<file path="src/rtl/bsr_pkg.sv">
// Package: shared pin-kind encoding and cell counting for the scan register.
// Assumes pin kinds are packed two bits per pin, with pin 0 in the low bits.
package bsr_pkg;

    localparam int KIND_W = 2;

    typedef enum logic [KIND_W-1:0] {
        PK_BIDIR   = 2'd0,
        PK_INONLY  = 2'd1,
        PK_OUTONLY = 2'd2
    } pin_kind_e;

    // Number of scan cells a pin of the given kind contributes.
    function automatic int cells_for(logic [KIND_W-1:0] kind);
        return (kind == PK_INONLY) ? 1 : 3;
    endfunction

endpackage

</file>
<file path="src/rtl/bsr_cell.sv">
// Module: one capture/shift stage of the scan register.
// Loads cap_val on capture, which takes priority over shift.
// Loads si on shift. Otherwise it holds.
// Assumes a synchronous active-low reset and that all strobes are qualified on tck.
module bsr_cell (
    input  logic tck,
    input  logic rst_n,
    input  logic cap_en,
    input  logic shf_en,
    input  logic cap_val,
    input  logic si,
    output logic stage_q
);

    // Stage register: reset, capture, shift or hold.
    always_ff @(posedge tck) begin
        if (!rst_n)
            stage_q <= 1'b0;
        else if (cap_en)
            stage_q <= cap_val;
        else if (shf_en)
            stage_q <= si;
    end

    // a capture edge loads the observed value
    a_r4_capture_load: assert property (@(posedge tck) disable iff (!rst_n)
        cap_en |=> stage_q == $past(cap_val));

    // capture wins over a simultaneous shift
    a_r8_capture_over_shift: assert property (@(posedge tck) disable iff (!rst_n)
        (cap_en && shf_en) |=> stage_q == $past(cap_val));

    // a shift edge takes the upstream value
    a_r5_shift_step: assert property (@(posedge tck) disable iff (!rst_n)
        (!cap_en && shf_en) |=> stage_q == $past(si));

    // the stage is quiet without capture or shift
    a_r11_stage_hold: assert property (@(posedge tck) disable iff (!rst_n)
        (!cap_en && !shf_en) |=> $stable(stage_q));

endmodule

</file>
<file path="src/rtl/bsr_pin.sv">
// Module: the scan cells and pad muxing for one pin.
// A driving pin (bidirectional or output-only) chains its cells si -> enable -> driven value -> sampled input -> so.
// Its driven-value and enable cells also have update latches.
// An input-only pin has the sampled-input cell alone and never drives its pad.
// Assumes KIND holds one of the bsr_pkg pin-kind codes.
module bsr_pin #(
    parameter logic [bsr_pkg::KIND_W-1:0] KIND = bsr_pkg::PK_BIDIR
) (
    input  logic tck,
    input  logic rst_n,
    input  logic cap_en,
    input  logic shf_en,
    input  logic upd_en,
    input  logic extest,
    input  logic si,
    output logic so,
    input  logic pad_in,
    input  logic core_out,
    input  logic core_oe,
    output logic pad_out,
    output logic pad_oe
);
    import bsr_pkg::*;

    generate
        if (KIND == PK_INONLY) begin : g_in_only
            logic unused_in_only;

            // The single sampled-input cell forms the whole pin segment.
            bsr_cell u_in (
                .tck(tck), .rst_n(rst_n), .cap_en(cap_en), .shf_en(shf_en),
                .cap_val(pad_in), .si(si), .stage_q(so)
            );

            // Pad driver stays off; the strobes and core values have no role here.
            assign pad_out = 1'b0;
            assign pad_oe  = 1'b0;
            assign unused_in_only = ^{upd_en, extest, core_out, core_oe};
        end else begin : g_drive
            logic oe_stage, out_stage;
            logic oe_lat, out_lat;

            // Enable cell: nearest tdi within this pin.
            bsr_cell u_oe (
                .tck(tck), .rst_n(rst_n), .cap_en(cap_en), .shf_en(shf_en),
                .cap_val(core_oe), .si(si), .stage_q(oe_stage)
            );

            // Driven-value cell: middle of the pin.
            bsr_cell u_out (
                .tck(tck), .rst_n(rst_n), .cap_en(cap_en), .shf_en(shf_en),
                .cap_val(core_out), .si(oe_stage), .stage_q(out_stage)
            );

            // Sampled-input cell: nearest tdo within this pin.
            bsr_cell u_in (
                .tck(tck), .rst_n(rst_n), .cap_en(cap_en), .shf_en(shf_en),
                .cap_val(pad_in), .si(out_stage), .stage_q(so)
            );

            // Update latches: copy the stages on update, hold otherwise.
            always_ff @(posedge tck) begin
                if (!rst_n) begin
                    out_lat <= 1'b0;
                    oe_lat  <= 1'b0;
                end else if (upd_en) begin
                    out_lat <= out_stage;
                    oe_lat  <= oe_stage;
                end
            end

            // Pad mux: latches in test mode, core values otherwise.
            always_comb begin
                pad_out = extest ? out_lat : core_out;
                pad_oe  = extest ? oe_lat  : core_oe;
            end

            // update copies the pre-edge stage contents
            a_r9_latch_load: assert property (@(posedge tck) disable iff (!rst_n)
                upd_en |=> (out_lat == $past(out_stage)) && (oe_lat == $past(oe_stage)));

            // latches hold across edges without update
            a_r6_latch_hold: assert property (@(posedge tck) disable iff (!rst_n)
                !upd_en |=> $stable(out_lat) && $stable(oe_lat));
        end
    endgenerate

endmodule

</file>
<file path="src/rtl/bscan_chain.sv">
// Module: a boundary-scan data register over NUM_PINS pins.
// Pin 0 sits nearest tdo and pin NUM_PINS-1 nearest tdi.
// PIN_KINDS packs one bsr_pkg kind code per pin, with pin i at bits [2i+1:2i].
// Assumes the TAP controller supplies mutually timed strobes on tck.
module bscan_chain #(
    parameter int NUM_PINS = 5,
    parameter logic [NUM_PINS*bsr_pkg::KIND_W-1:0] PIN_KINDS =
        {2'd1, 2'd0, 2'd2, 2'd1, 2'd0}
) (
    input  logic                tck,
    input  logic                rst_n,
    input  logic                cap_en,
    input  logic                shf_en,
    input  logic                upd_en,
    input  logic                extest,
    input  logic                tdi,
    output logic                tdo,
    input  logic [NUM_PINS-1:0] pad_in,
    input  logic [NUM_PINS-1:0] core_out,
    input  logic [NUM_PINS-1:0] core_oe,
    output logic [NUM_PINS-1:0] pad_out,
    output logic [NUM_PINS-1:0] pad_oe
);
    localparam int KW = bsr_pkg::KIND_W;

    // Serial links between pin segments: link[NUM_PINS] is tdi, link[0] is tdo.
    logic [NUM_PINS:0] link;

    assign link[NUM_PINS] = tdi;
    assign tdo            = link[0];

    generate
        for (genvar i = 0; i < NUM_PINS; i++) begin : g_pin
            bsr_pin #(.KIND(PIN_KINDS[KW*i +: KW])) u_pin (
                .tck(tck), .rst_n(rst_n), .cap_en(cap_en), .shf_en(shf_en),
                .upd_en(upd_en), .extest(extest),
                .si(link[i+1]), .so(link[i]),
                .pad_in(pad_in[i]), .core_out(core_out[i]), .core_oe(core_oe[i]),
                .pad_out(pad_out[i]), .pad_oe(pad_oe[i])
            );
        end
    endgenerate

endmodule

</file>
<file path="config.mk">
export PLATFORM = sky130hd
export DESIGN_NAME = bscan_chain
export DESIGN_NICKNAME = d
export VERILOG_FILES = /design/src/rtl/bsr_pkg.sv /design/src/rtl/bsr_cell.sv /design/src/rtl/bsr_pin.sv /design/src/rtl/bscan_chain.sv
export SDC_FILE = /design/constraint.sdc
export NUM_CORES = 1
export LEC_CHECK = 0
export CORE_ASPECT_RATIO = 0.8
export CORE_MARGIN = 2
export CORE_UTILIZATION = 44
export CTS_BUF_LIST = sky130_fd_sc_hd__clkbuf_4 sky130_fd_sc_hd__clkbuf_8
export DETAILED_ROUTE_END_ITERATION = 10
export PLACE_DENSITY = 0.84
export REMOVE_ABC_BUFFERS = 1
export SYNTH_ARGS = -nofsm -noshare
export SYNTH_HDL_FRONTEND = slang
export SYNTH_HIERARCHICAL = 1
export SYNTH_SLANG_ARGS = --single-unit
</file>
<file path="constraint.sdc">
create_clock -name tck -period 1.1 [get_ports tck]
set_input_delay 0.165 -clock tck [delete_from_list [all_inputs] [get_ports tck]]
set_output_delay 0.165 -clock tck [all_outputs]
set_load 0.01 [all_outputs]
</file>
Yosys cells after proc, flatten, opt, wreduce, memory -nomap -nowiden
Index checks and enable logic that the tools add are counted.
W data, S select, Z words.
{"block": "classes", "order_cmp": 0, "reduce_logical": 1, "n_eq_ne": 0, "n_mux": 28, "add_sub_neg": 0, "n_mul": 0, "shifts": 0, "n_div": 0, "bitwise": 0}
{"cell": "$mux W1", "count": 28}
{"cell": "$reduce_bool A2 Y1", "count": 1}
{"block": "word_totals", "ramBits": 0, "latchBits": 0, "regBits": 17, "n_memories": 0, "mem_bits_ro": 0, "out_inout_bits": 11, "wordCells": 46}

Logic depth before layout (Yosys ltp)
Gate-level depths: netlist (run 1).
{"block": "depth", "word_depth": 2, "ltp_mapped": 2}

By module
Netlist (run 1), hierarchy kept.
{"module": "bsr_cell", "area_each_um2": 47.5, "seq_area_each_um2": 20.0, "cells_per_inst": 4, "instances": 11}
{"module": "bsr_pin (g_pin[0].u_pin ...)", "area_each_um2": 95.1, "seq_area_each_um2": 40.0, "cells_per_inst": 8, "instances": 3}
{"module": "bsr_pin (g_pin[1].u_pin ...)", "area_each_um2": 18.8, "seq_area_each_um2": 0.0, "cells_per_inst": 3, "instances": 2}

Least setup slack after synthesis (run 1)
Ideal clock, no wire load.
{"block": "synth_timing", "path_type": "reg-to-reg", "startpoint": "register g_pin[0].u_pin/g_drive.u_in/stage_q (netlist name)", "endpoint": "register g_pin[0].u_pin.g_drive.u_in.stage_q", "stages_incl_launch_ff": 3, "setup_time_ns": 0.116, "synth_period_minus_slack_ns": 0.896, "required_ns": 0.984, "arrival_ns": 0.780, "path_buffers": 0, "path_slack_ns": 0.204, "cell_sequence": "dfxtp_1 -> mux2_1 -> o211a_1"}
{"element": "end signal, assigned", "line_no": "bsr_cell.sv:20", "rtl": "stage_q <= cap_val;"}
{"element": "end signal, assigned", "line_no": "bsr_cell.sv:22", "rtl": "stage_q <= si;"}
{"element": "end, declared", "line_no": "bsr_cell.sv:12", "rtl": "output logic stage_q"}

Worst setup path in the final report (run 1)
{"block": "layout_timing", "startpoint": "register g_pin[2].u_pin.g_drive.out_lat", "endpoint": "output port pad_out[2]"}
{"block": "layout_between", "elab_chain_cells": 1}
{"element": "start, declared", "line_no": "bsr_pin.sv:41", "rtl": "logic oe_lat, out_lat;"}
{"element": "start signal, assigned", "line_no": "bsr_pin.sv:67", "rtl": "out_lat <= out_stage;"}
{"element": "$mux W1", "line_no": "bsr_pin.sv:74", "rtl": "pad_out = extest ? out_lat : core_out;"}
{"element": "end, declared", "line_no": "bscan_chain.sv:21", "rtl": "output logic [NUM_PINS-1:0] pad_out,"}
Every way passes these cells.

==> results of run 1 <==
[kinds of logic (layout without fill, tap and decap cells)]
| kind of cell | Yosys count | count (layout) | share of synthesized area (%) |
|---|---|---|---|
| other cells | 2 | 4 | 0.888 |
| compound gates | 11 | 11 | 13.0 |
| mux | 23 | 23 | 29.7 |
| simple gates | 17 | 17 | 12.6 |
| buf+inv | 4 | 34 | 3.55 |
| flops | 17 | 17 | 40.2 |
[path summary, 6_finish.rpt]
path | startpoint | endpoint | slack (ns) | cells after the start
worst max-delay path | g_pin[2].u_pin/g_drive.out_lat$_SDFFE_PN0P_ | pad_out[2] | -0.09 | 2
worst max register to register | g_pin[2].u_pin/g_drive.u_oe/stage_q$_SDFFE_PN0P_ | g_pin[2].u_pin/g_drive.u_out/stage_q$_SDFFE_PN0P_ | 0.15 | 2
worst min register to register | g_pin[3].u_pin/g_drive.out_lat$_SDFFE_PN0P_ | g_pin[3].u_pin/g_drive.out_lat$_SDFFE_PN0P_ | 0.53 | 2
worst min-delay path | pad_in[2] | g_pin[2].u_pin/g_drive.u_in/stage_q$_SDFFE_PN0P_ | 0.53 | 3
[final cells by class]
cell class,instances,area (µm²),area share [%]
Multi-Input combinational cell,55,505,39.6
Timing Repair Buffer,30,369,28.9
Sequential cell,17,344,27.0
Tap cell,24,30.0,2.35
Clock buffer,3,22.5,1.76
Clock inverter,1,5.00,0.392
[worst reg2reg max path, delay by kind of cell (launching register included)]
family             cells  cell delay (ns)
AOI/OAI and AO/OA      1             0.21
muxes                  1             0.30
DFF                    1             0.34
[registers in the layout (all words and copies together) (netlist names)]
| register | flops |
|---|---|
| g_pin.u_pin/g_drive.out_lat | 3 |
| g_pin.u_pin/g_in_only.u_in/stage_q | 2 |
| g_pin.u_pin/g_drive.u_in/stage_q | 3 |
| g_pin.u_pin/g_drive.u_out/stage_q | 3 |
| g_pin.u_pin/g_drive.u_oe/stage_q | 3 |
| g_pin.u_pin/g_drive.oe_lat | 3 |
[layout by cell type, fill, tap and decap left out]
cell type        Yosys  layout
buf_12               0       4
buf_6                0       7
bufbuf_16            0       1
clkbuf_4             0       3
clkdlybuf4s15_1      0       1
clkdlybuf4s50_1      0      15
clkinv_2             0       1
conb_1               2       4
dfxtp_1             17      14
dfxtp_2              0       3
dlygate4sd2_1        0       2
mux2_1              11      11
mux2_4               0       6
mux2i_1              6       6
nand2b_1            11      11
nor2b_1              6       6
o211a_1             11      11
[through the flow]
step           cell area, µm²  hold WS, ns  setup slack [ns]
2_1_floorplan             823        0.293             0.204
3_3_place_gp             1180        0.492            -0.661
3_5_place_dp             1180        0.507            -0.667
4_1_cts                  1270        0.518            -0.100
5_1_grt                  1280        0.528            -0.138
6_report                 1280        0.528           -0.0949
[power groups by stage]
stage / Clock [mW] / Combinational [mW] / Sequential, mW
2_1_floorplan: 0 / 0.122 / 0.685
3_3_place_gp: 0 / 0.296 / 0.690
3_5_place_dp: 0 / 0.301 / 0.691
4_1_cts: 0.360 / 0.334 / 0.677
5_1_grt: 0.398 / 0.358 / 0.685
6_report: 0.344 / 0.334 / 0.680
[repair_timing]
| action | in CTS | in global routing |
|---|---|---|
| endpoints found under the setup margin | 18 | 7 |
| setup buffers | 0 | 0 |
| endpoints found under the hold margin | 0 | 0 |
| resized for setup | 40 | 4 |
| gates cloned | 1 | 0 |
[per-layer routing]
layer / vias to the layer above / part of all wire, % / GRT usage, % / routed length [µm]
li1: 322 / - / - / -
met1: 307 / 47 / 23.6 / 849
met2: 20 / 45 / 27.3 / 806
met3: 4 / 6.3 / 7.39 / 112
met4: 0 / 1.2 / 7.69 / 21
met5: - / 0 / 0 / 0
==> Implementation_results.wiki, run 1 <==
{| class="wikitable"
! Metric !! Value
|-
| Outcome || finished, violations left
|-
| Failing checks || setup timing
|-
| Post-synth EDFFs || 0
|-
| Initial Utilization || between 40% and 50%
|-
| Combinational fraction of design power || between 20% and 30%
|-
| Pleak || about 0.64 nW
|-
| Flop and latch count out of synthesis || 17
|-
| Number of placed I/O pins || 33
|-
| Cell at the slowest stage of the critical path || dfxtp_2
|-
| Critical path fanouts, max || 2
|-
| Overall track demand over capacity in global routing || between 10% and 20%
|-
| Share of synthesized flip-flops with an asynchronous set or reset || 0%
|-
| Area added between synthesis and finish || 50.9%
|-
| TritonCTS clock tree || done
|-
| Die width || around 53 µm
|-
| Signal arrival time at the worst endpoint || a little over 1 ns
|-
| Switching portion of total power || approximately a quarter
|-
| Post-synth top flop || dfxtp_1
|-
| Antenna violations before repair || 0
|-
| Routed length per placed instance || between 10 and 15 µm
|-
| Final wirelength || between 1.5 and 2 mm
|-
| Library cell with the highest instance count after synthesis || dfxtp_1
|-
| Global route total overflow || 0
|-
| Number of CTS-inserted buffers || 3
|-
| Max capacitance violation total || 0
|-
| Post-Syn Area per Cell || between 10 and 15 µm²
|-
| Deepest level of the CTS H-tree || 1
|-
| Share of final-layout standard cells stronger than drive strength 1 || between 20% and 30%
|-
| Worst min-delay path class || primary input to register
|-
| Final Wtd Congestion || 0.711
|-
| Root Buffer Master || clkbuf_4
|-
| Remaining routing DRC violations || 0
|-
| Number of detailed-routing iterations run before antenna repair || 2
|-
| Number of buffers added on ports || 24
|-
| Final hold vios || 0
|-
| Standard cell core area || 1840 µm²
|-
| Max stage delay on crit path || 0.34 ns
|-
| Seq pwr share || roughly half
|-
| Cell taking the most area after synthesis || dfxtp_1
|-
| Diodes inserted || 0
|-
| Crit path buffers/inverters || 1
|-
| Clk pin slew, worst setup/hold paths || roughly 0.10 ns
|-
| Switch Pwr || ~350 µW
|-
| Largest cells by area after synthesis || dfxtp_1, mux2_1, o211a_1, nand2b_1, mux2_2
|-
| Clock tree skew after final layout || roughly 0.0032 ns
|-
| Maximum frequency from static timing analysis || 0.837 GHz
|-
| Global-route wire length before repair || 2.90 mm
|-
| Initial drt markers || 5
|-
| Die area || around 2300 µm²
|-
| Post-cts hold buffer count || 0
|-
| Part of the Yosys area used for sequential elements || 40.2%
|-
| Synth top cells by count || dfxtp_1, mux2_1, nand2b_1, o211a_1
|-
| Required time of the critical path || between 0.9 and 1 ns
|-
| Warnings from Yosys || 6
|-
| Setup TNS after final layout || -0.449 ns
|-
| Remaining number of nets flagged by the antenna check after routing || 0
|-
| Per-cell via count in the routed design || about 5
|-
| Max IR drop VDD || just under 800 µV
|-
| RSZ-0062 raised after global routing || yes
|-
| Kind of start point of the critical path || register
|-
| Rows || 14
|-
| Final standard cell utilization of the core || between 60% and 70%
|-
| Kind of cell with the highest combined delay on the critical path || flip-flops
|-
| Number of setup violations in the final report || 6
|-
| Total power per unit cell area || 1060 nW/µm²
|-
| Cell Chain, Critical Path || mux2_4 -> buf_6
|-
| Post-synthesis cell area || 846 µm²
|-
| Latest clock arrival within the worst-skew pair || 0.30 ns
|-
| Vias in the first global route || 635
|-
| Overall via count from detail_route || approximately 650
|-
| Post-layout net count || roughly 130
|-
| Final slew viol count || 0
|-
| Worst setup path category || register to output pin
|-
| Clock network fraction of design power || between 20 and 30%
|-
| Die boundary height || roughly 43 µm
|-
| Clock period minus final worst setup slack || between 1 and 1.5 ns
|-
| Maximum number of pins on one net before global-route repair || 23
|-
| Post-synthesis cell type count || 9
|-
| # fillers || around 150
|-
| Power Total || approximately 1.4 mW
|-
| Endpoint kind of the worst setup timing path || output pin
|-
| Area share of the leading cell type in the synthesized netlist || slightly above 40%
|-
| Post-synthesis cell count || 74
|-
| Clock Sink Count || 17
|-
| Number of instances in the placed design || around 130
|-
| Final Non-Filler Cells || 130
|-
| Fraction of the cycle the final worst path needs || 109%
|-
| Power Internal || approximately 1.0 mW
|-
| Number of buffers on the longest clock path || 2
|-
| Least setup slack across all paths after layout || -0.0949 ns
|}
(Power assumes the default switching activity.)
==> run 2, diff against run 1 <==
--- a/config.mk
+++ b/config.mk
@@ -5,13 +5,16 @@
 export SDC_FILE = /design/constraint.sdc
 export NUM_CORES = 1
 export LEC_CHECK = 0
+export ABC_AREA = 1
 export CORE_ASPECT_RATIO = 0.8
 export CORE_MARGIN = 2
-export CORE_UTILIZATION = 44
+export CORE_UTILIZATION = 45
 export CTS_BUF_LIST = sky130_fd_sc_hd__clkbuf_4 sky130_fd_sc_hd__clkbuf_8
 export DETAILED_ROUTE_END_ITERATION = 10
+export HOLD_SLACK_MARGIN = 0.05
 export PLACE_DENSITY = 0.84
 export REMOVE_ABC_BUFFERS = 1
+export SLEW_MARGIN = 20
 export SYNTH_ARGS = -nofsm -noshare
 export SYNTH_HDL_FRONTEND = slang
 export SYNTH_HIERARCHICAL = 1
==> Implementation_results.wiki, run 2 <==
{| class="wikitable"
! Metric !! Value
|-
| Outcome || finished clean
|-
| Rows || 14
|-
| Area share of the leading cell type in the synthesized netlist || between 30% and 40%
|-
| Initial Utilization || between 40% and 50%
|-
| Initial drt markers || 10
|-
| Routed length per placed instance || between 9 and 10 µm
|-
| Global-route wire length before repair || between 3 and 4 mm
|-
| Synth top cells by count || nor2_1, nand2_1, inv_1, dfxtp_1, o21ai_0
|-
| Fraction of the cycle the final worst path needs || approximately 97%
|-
| Post-layout net count || approximately 210
|-
| Clock period minus final worst setup slack || roughly 1.1 ns
|-
| # fillers || roughly 190
|-
| Post-synth EDFFs || 0
|-
| Post-synth top flop || dfxtp_1
|-
| Kind of cell with the highest combined delay on the critical path || flip-flops
|-
| Overall track demand over capacity in global routing || roughly 18%
|-
| Share of final-layout standard cells stronger than drive strength 1 || between 10% and 20%
|-
| RSZ-0062 raised after global routing || yes
|-
| Cell Chain, Critical Path || nand2_1 -> o21ai_1 -> buf_2
|-
| Most used cells in the layout excluding fill and tap cells || nor2_1, nand2_1, inv_1
|-
| Part of the Yosys area used for sequential elements || a little under two fifths
|-
| Area added between synthesis and finish || 35.4%
|-
| Commonest non-fill, non-tap cell in the layout || nor2_1
|-
| Area taken by flip-flops and latches || ~350 µm²
|-
| Critical path fanouts, max || 2
|-
| Clock Sink Count || 17
|-
| Flop and latch count out of synthesis || 17
|-
| Power Internal || just under 1 mW
|-
| Total power per unit cell area || around 1100 nW/µm²
|-
| Cell taking the most area after synthesis || dfxtp_1
|-
| Launch point of the worst path || g_pin[3].u_pin/g_drive.out_lat$_SDFFE_PN0P_
|-
| Max capacitance violation total || 0
|-
| Post-synthesis cell type count || 7
|-
| Die area || about 2400 µm²
|-
| Post-synthesis cell area || 910 µm²
|-
| Number of detailed-routing iterations run before antenna repair || 4
|-
| Switch Pwr || between 300 and 400 µW
|-
| Share of synthesized flip-flops with an asynchronous set or reset || 0%
|-
| Placed wire-length estimate after detailed placement || between 1 and 1.5 mm
|-
| Required time of the critical path || 0.94 ns
|-
| Area of combinational cells with multiple inputs || 419 µm²
|-
| Per-cell via count in the routed design || around 4.5
|-
| Diodes inserted || 0
|-
| Maximum frequency from static timing analysis || between 0.9 and 1 GHz
|-
| Combinational fraction of design power || 21.9%
|-
| Setup TNS after final layout || 0 ns
|-
| Maximum number of pins on one net before global-route repair || 23
|-
| Root Buffer Master || clkbuf_4
|-
| Vias in the first global route || between 700 and 800
|-
| Max stage delay on crit path || roughly 0.34 ns
|-
| Final hold vios || 0
|-
| Signal arrival time at the worst endpoint || 0.90 ns
|-
| Clk pin slew, worst setup/hold paths || 0.10 ns
|-
| Final wirelength || roughly 2.0 mm
|-
| Endpoint kind of the worst setup timing path || output pin
|-
| Deepest level of the CTS H-tree || 1
|-
| Hold slack || 0.178 ns
|-
| Kind of start point of the critical path || register
|-
| Crit path buffers/inverters || 1
|-
| Remaining routing DRC violations || 0
|-
| TritonCTS clock tree || done
|-
| Seq pwr share || between 50% and 60%
|-
| Largest cells by area after synthesis || dfxtp_1, nor2_1, nand2_1, inv_1, o21ai_0
|-
| Standard cell core area || roughly 1900 µm²
|-
| Worst min-delay path class || primary input to register
|-
| Number of setup violations in the final report || 0
|-
| Latest clock arrival within the worst-skew pair || between 0.2 and 0.3 ns
|-
| Final Wtd Congestion || 0.754
|-
| Number of placed I/O pins || 33
|-
| Hold Startpoint || core_oe[3]
|-
| Overall via count from detail_route || between 900 and 1,000
|-
| Clock tree skew after final layout || 0.00181 ns
|-
| Clock network fraction of design power || 26.9%
|-
| Max IR drop VDD || 815 µV
|-
| Final slew viol count || 0
|-
| Number of CTS-inserted buffers || 3
|-
| Worst reg2reg startpoint || g_pin[0].u_pin/g_drive.u_out/stage_q$_SDFFE_PN0P_
|-
| Post-synthesis cell count || around 160
|-
| Library cell with the highest instance count after synthesis || nor2_1
|-
| Global route total overflow || 0
|-
| Worst setup path category || register to output pin
|-
| Number of buffers on the longest clock path || 2
|-
| Switching portion of total power || about 28%
|-
| Number of buffers added on ports || 24
|-
| Warnings from Yosys || 6
|-
| Cell at the slowest stage of the critical path || dfxtp_2
|-
| Remaining number of nets flagged by the antenna check after routing || 0
|-
| Die width || approximately 54 µm
|-
| Pleak || 0.682 nW
|-
| Antenna violations before repair || 0
|-
| Post-Syn Area per Cell || ~5.7 µm²
|-
| Die boundary height || ~44 µm
|}
run 2: cell types whose count changed in the layout (fill, tap and decap cells not counted), sizes merged, moves of 6 or more:
cell	previous run	this run
nor2	0	45
nand2b	11	0
mux2	17	0
inv	0	34
mux2i	6	0
o21ai	0	17
nor2b	6	0
nand2	0	40
o211a	11	0
run 2: kinds of logic after synthesis:
logic type	share of synthesized area, %
simple gates	35.1
other cells	0.826
flops	37.4
buf+inv	17.3
compound gates	9.35
run 2: worst min-delay path: stages:
cell,delay (ns)
dlymetal6s2s_1,0.10
o21ai_0,0.09
nor2_1,0.09
run 2: final timing paths:
path,endpoint,slack (ns),cells past startpoint
setup reg to reg,g_pin[0].u_pin/g_drive.u_out/stage_q$_SDFFE_PN0P_,0.39,4
hold / removal,g_pin[3].u_pin/g_drive.u_oe/stage_q$_SDFFE_PN0P_,0.18,3
hold reg to reg,g_pin[0].u_pin/g_drive.oe_lat$_SDFFE_PN0P_,0.48,2
setup / recovery,pad_out[3],0.03,3
run 2: power by group through the flow:
| stage | combinational (mW) | sequential (mW) | clock, mW |
|---|---|---|---|
| global route | 0.335 | 0.695 | 0.399 |
| global placement | 0.308 | 0.697 | 0 |
| floorplan | 0.138 | 0.694 | 0 |
| finish | 0.295 | 0.688 | 0.362 |
| detailed placement | 0.319 | 0.700 | 0 |
| CTS | 0.297 | 0.686 | 0.373 |
run 2: per-layer routing:
metal	wire length (µm)	global-route usage (%)	part of all wire, %	vias up
li1	-	-	-	514
met1	888	21.3	45	419
met2	939	30.4	48	31
met3	137	6.76	7.0	0
met4	0	1.50	0	0
met5	0	0	0	-
run 2: area by class of cell:
cell class                 instances  area share, %
clock buffer                       4           2.44
inverter                          34           10.4
multi-input combinational        106           34.0
sequential                        17           28.3
tap                               24           2.44
timing repair buffer              28           22.5
run 2: through the flow:
step	cells	cell area [µm²]	power (mW)	utilization, %	setup WS, ns
finish	213	1230	1.35	65.1	0.0324
floorplan	157	887	0.832	-	0.460
global route	213	1230	1.43	65.1	-0.0294
global placement	209	1220	1.01	64.7	-0.614
CTS	213	1220	1.36	64.4	-0.0351
detailed placement	209	1220	1.02	64.7	-0.683
run 2: repair_timing:
action,in CTS,in global routing
pin swaps,0,1
setup endpoints to repair,7,7
gates resized for setup,32,12
hold buffers,0,0
endpoints found under the hold margin,0,0
buffers inserted,0,0
==> run 3, diff against run 2 <==
--- a/config.mk
+++ b/config.mk
@@ -6,13 +6,13 @@
 export NUM_CORES = 1
 export LEC_CHECK = 0
 export ABC_AREA = 1
-export CORE_ASPECT_RATIO = 0.8
 export CORE_MARGIN = 2
-export CORE_UTILIZATION = 45
+export CORE_UTILIZATION = 57
 export CTS_BUF_LIST = sky130_fd_sc_hd__clkbuf_4 sky130_fd_sc_hd__clkbuf_8
 export DETAILED_ROUTE_END_ITERATION = 10
+export DONT_BUFFER_PORTS = 1
 export HOLD_SLACK_MARGIN = 0.05
-export PLACE_DENSITY = 0.84
+export PLACE_DENSITY = 0.75
 export REMOVE_ABC_BUFFERS = 1
 export SLEW_MARGIN = 20
 export SYNTH_ARGS = -nofsm -noshare
==> Implementation_results.wiki, run 3 (synthesis gave the netlist of run 2 again) <==
{| class="wikitable"
! Metric !! Value
|-
| Most used cells in the layout excluding fill and tap cells || nor2_1, nand2_1, inv_1
|-
| Number of buffers added on ports || 0
|-
| Final slew viol count || 0
|-
| Die boundary height || between 40 and 50 µm
|-
| Maximum number of pins on one net before global-route repair || 21
|-
| Cell Chain, Critical Path || nand2_1 -> o21ai_0
|-
| Die width || around 44 µm
|-
| Required time of the critical path || roughly 0.94 ns
|-
| Clock period minus final worst setup slack || slightly above 1 ns
|-
| Vias in the first global route || approximately 780
|-
| Per-cell via count in the routed design || about 4.7
|-
| Deepest level of the CTS H-tree || 1
|-
| Pleak || between 0.5 and 0.6 nW
|-
| Final wirelength || ~1.9 mm
|-
| Max stage delay on crit path || roughly 0.35 ns
|-
| Max capacitance violation total || 0
|-
| Number of placed I/O pins || 33
|-
| Final hold vios || 0
|-
| Remaining routing DRC violations || 0
|-
| Placed wire-length estimate after detailed placement || ~1.2 mm
|-
| Root Buffer Master || clkbuf_4
|-
| Commonest non-fill, non-tap cell in the layout || nor2_1
|-
| TritonCTS clock tree || done
|-
| Area added between synthesis and finish || 13.2%
|-
| Overall via count from detail_route || ~880
|-
| Die area || approximately 1900 µm²
|-
| Final Wtd Congestion || a little under 0.7
|-
| Hold Startpoint || pad_in[4]
|-
| Global route total overflow || 0
|-
| Reg-to-reg setup timing slack || about 0.38 ns
|-
| Number of setup violations in the final report || 0
|-
| Critical path fanouts, max || 2
|-
| Maximum frequency from static timing analysis || roughly 0.99 GHz
|-
| Number of detailed-routing iterations run before antenna repair || 4
|-
| Setup TNS after final layout || 0 ns
|-
| RSZ-0062 raised after global routing || no
|-
| Total power per unit cell area || about 1200 nW/µm²
|-
| Rows || 14
|-
| Fraction of the cycle the final worst path needs || 91.9%
|-
| R2R cell count || 4
|-
| Clock tree skew after final layout || roughly 0.0023 ns
|-
| Worst hold endpoint || g_pin[4].u_pin/g_in_only.u_in/stage_q$_SDFFE_PN0P_
|-
| Initial drt markers || 16
|-
| Hold slack || between 0.05 and 0.06 ns
|-
| Routed length per placed instance || about 10 µm
|-
| Outcome || finished clean
|-
| Power Total || between 1 and 1.5 mW
|-
| Number of CTS-inserted buffers || 3
|-
| Post-layout net count || 193
|-
| Signal arrival time at the worst endpoint || about 0.85 ns
|-
| Diodes inserted || 0
|-
| Worst reg2reg startpoint || g_pin[2].u_pin/g_drive.u_out/stage_q$_SDFFE_PN0P_
|-
| Worst setup path category || register to output pin
|-
| Remaining number of nets flagged by the antenna check after routing || 0
|-
| Setup repair bufs after CTS || 0
|-
| Capture point of the worst reg-to-reg path || g_pin[2].u_pin/g_drive.u_out/stage_q$_SDFFE_PN0P_
|-
| Initial Utilization || about three fifths
|-
| Share of final-layout standard cells stronger than drive strength 1 || ~2.4%
|-
| Number of buffers on the longest clock path || 2
|-
| Standard cell core area || 1510 µm²
|-
| Hold Crit Depth || 2
|-
| Worst min-delay path class || primary input to register
|-
| Antenna violations before repair || 0
|-
| Max IR drop VDD || ~850 µV
|-
| Clock Sink Count || 17
|-
| Clk pin slew, worst setup/hold paths || about 0.10 ns
|-
| Endpoint kind of the worst setup timing path || output pin
|-
| Global-route wire length before repair || a little over 3 mm
|-
| Kind of start point of the critical path || register
|-
| Cell at the slowest stage of the critical path || dfxtp_1
|-
| Latest clock arrival within the worst-skew pair || a little under 0.3 ns
|-
| Overall track demand over capacity in global routing || between 20% and 30%
|}
run 3: cell count changes in the layout (fill, tap and decap cells not counted), sizes merged, moves of 3 or more:
cell / delta
buf: -10
clkdlybuf4s50: -10
dlygate4sd3: +8
dlygate4sd2: -3
dlymetal6s2s: -3
run 3: timing repair:
action,4_1_cts,5_1_grt
gates resized for setup,0,1
endpoints found under the hold margin,17,0
setup endpoints to repair,0,7
hold buffers,9,0
run 3: report_power, final:
| group | switching [mW] | leakage (nW) | internal, mW |
|---|---|---|---|
| sequential | 0.0270 | 0.141 | 0.660 |
| combinational | 0.111 | 0.402 | 0.0841 |
| clock | 0.200 | 0.0184 | 0.166 |
| total | 0.338 | 0.561 | 0.910 |
run 3: metrics by stage:
step | worst slack (ns) | cells | utilization, % | instance area (µm²)
finish | 0.0894 | 186 | 68.4 | 1030
global route | 0.0353 | 186 | 68.4 | 1030
CTS | 0.0353 | 186 | 68.2 | 1030
detailed placement | 0.394 | 173 | 60.2 | 907
global placement | 0.443 | 173 | 60.2 | 907
floorplan | 0.460 | 157 | - | 887
run 3: worst max-delay path by stage:
stage	from	endpoint	slack, ns	cells after the start
6_report	g_pin[0].u_pin/g_drive.oe_lat$_SDFFE_PN0P_	pad_oe[0]	0.09	2
5_1_grt	g_pin[2].u_pin/g_drive.oe_lat$_SDFFE_PN0P_	pad_oe[2]	0.04	2
4_1_cts	rst_n	g_pin[2].u_pin/g_drive.u_out/stage_q$_SDFFE_PN0P_	0.04	3
3_5_place_dp	g_pin[2].u_pin/g_drive.u_out/stage_q$_SDFFE_PN0P_	g_pin[2].u_pin/g_drive.u_out/stage_q$_SDFFE_PN0P_	0.39	4
3_3_place_gp	g_pin[0].u_pin/g_drive.oe_lat$_SDFFE_PN0P_	pad_oe[0]	0.44	2
2_1_floorplan	g_pin[0].u_pin/g_drive.u_in/stage_q$_SDFFE_PN0P_	g_pin[0].u_pin/g_drive.u_in/stage_q$_SDFFE_PN0P_	0.46	4
run 3: final cells by class:
cell class / instances / area (µm²)
Clock buffer: 4 / 30.0
Fill cell: 149 / 477
Inverter: 34 / 128
Multi-Input combinational cell: 106 / 419
Sequential cell: 17 / 340
Tap cell: 16 / 20.0
Timing Repair Buffer: 9 / 92.6
run 3: worst max-delay path: cells and delay by family, from the launching register on:
kind            cells  cell delay [ns]
simple gates        1             0.06
compound gates      1             0.15
flops               1             0.35
run 3: routing by layer:
layer	GRT usage (%)	routed length, µm	up-vias
li1	-	-	472
met1	23.2	827	382
met2	37.1	910	19
met3	3.75	80	4
met4	16.4	48	0
met5	0	0	-
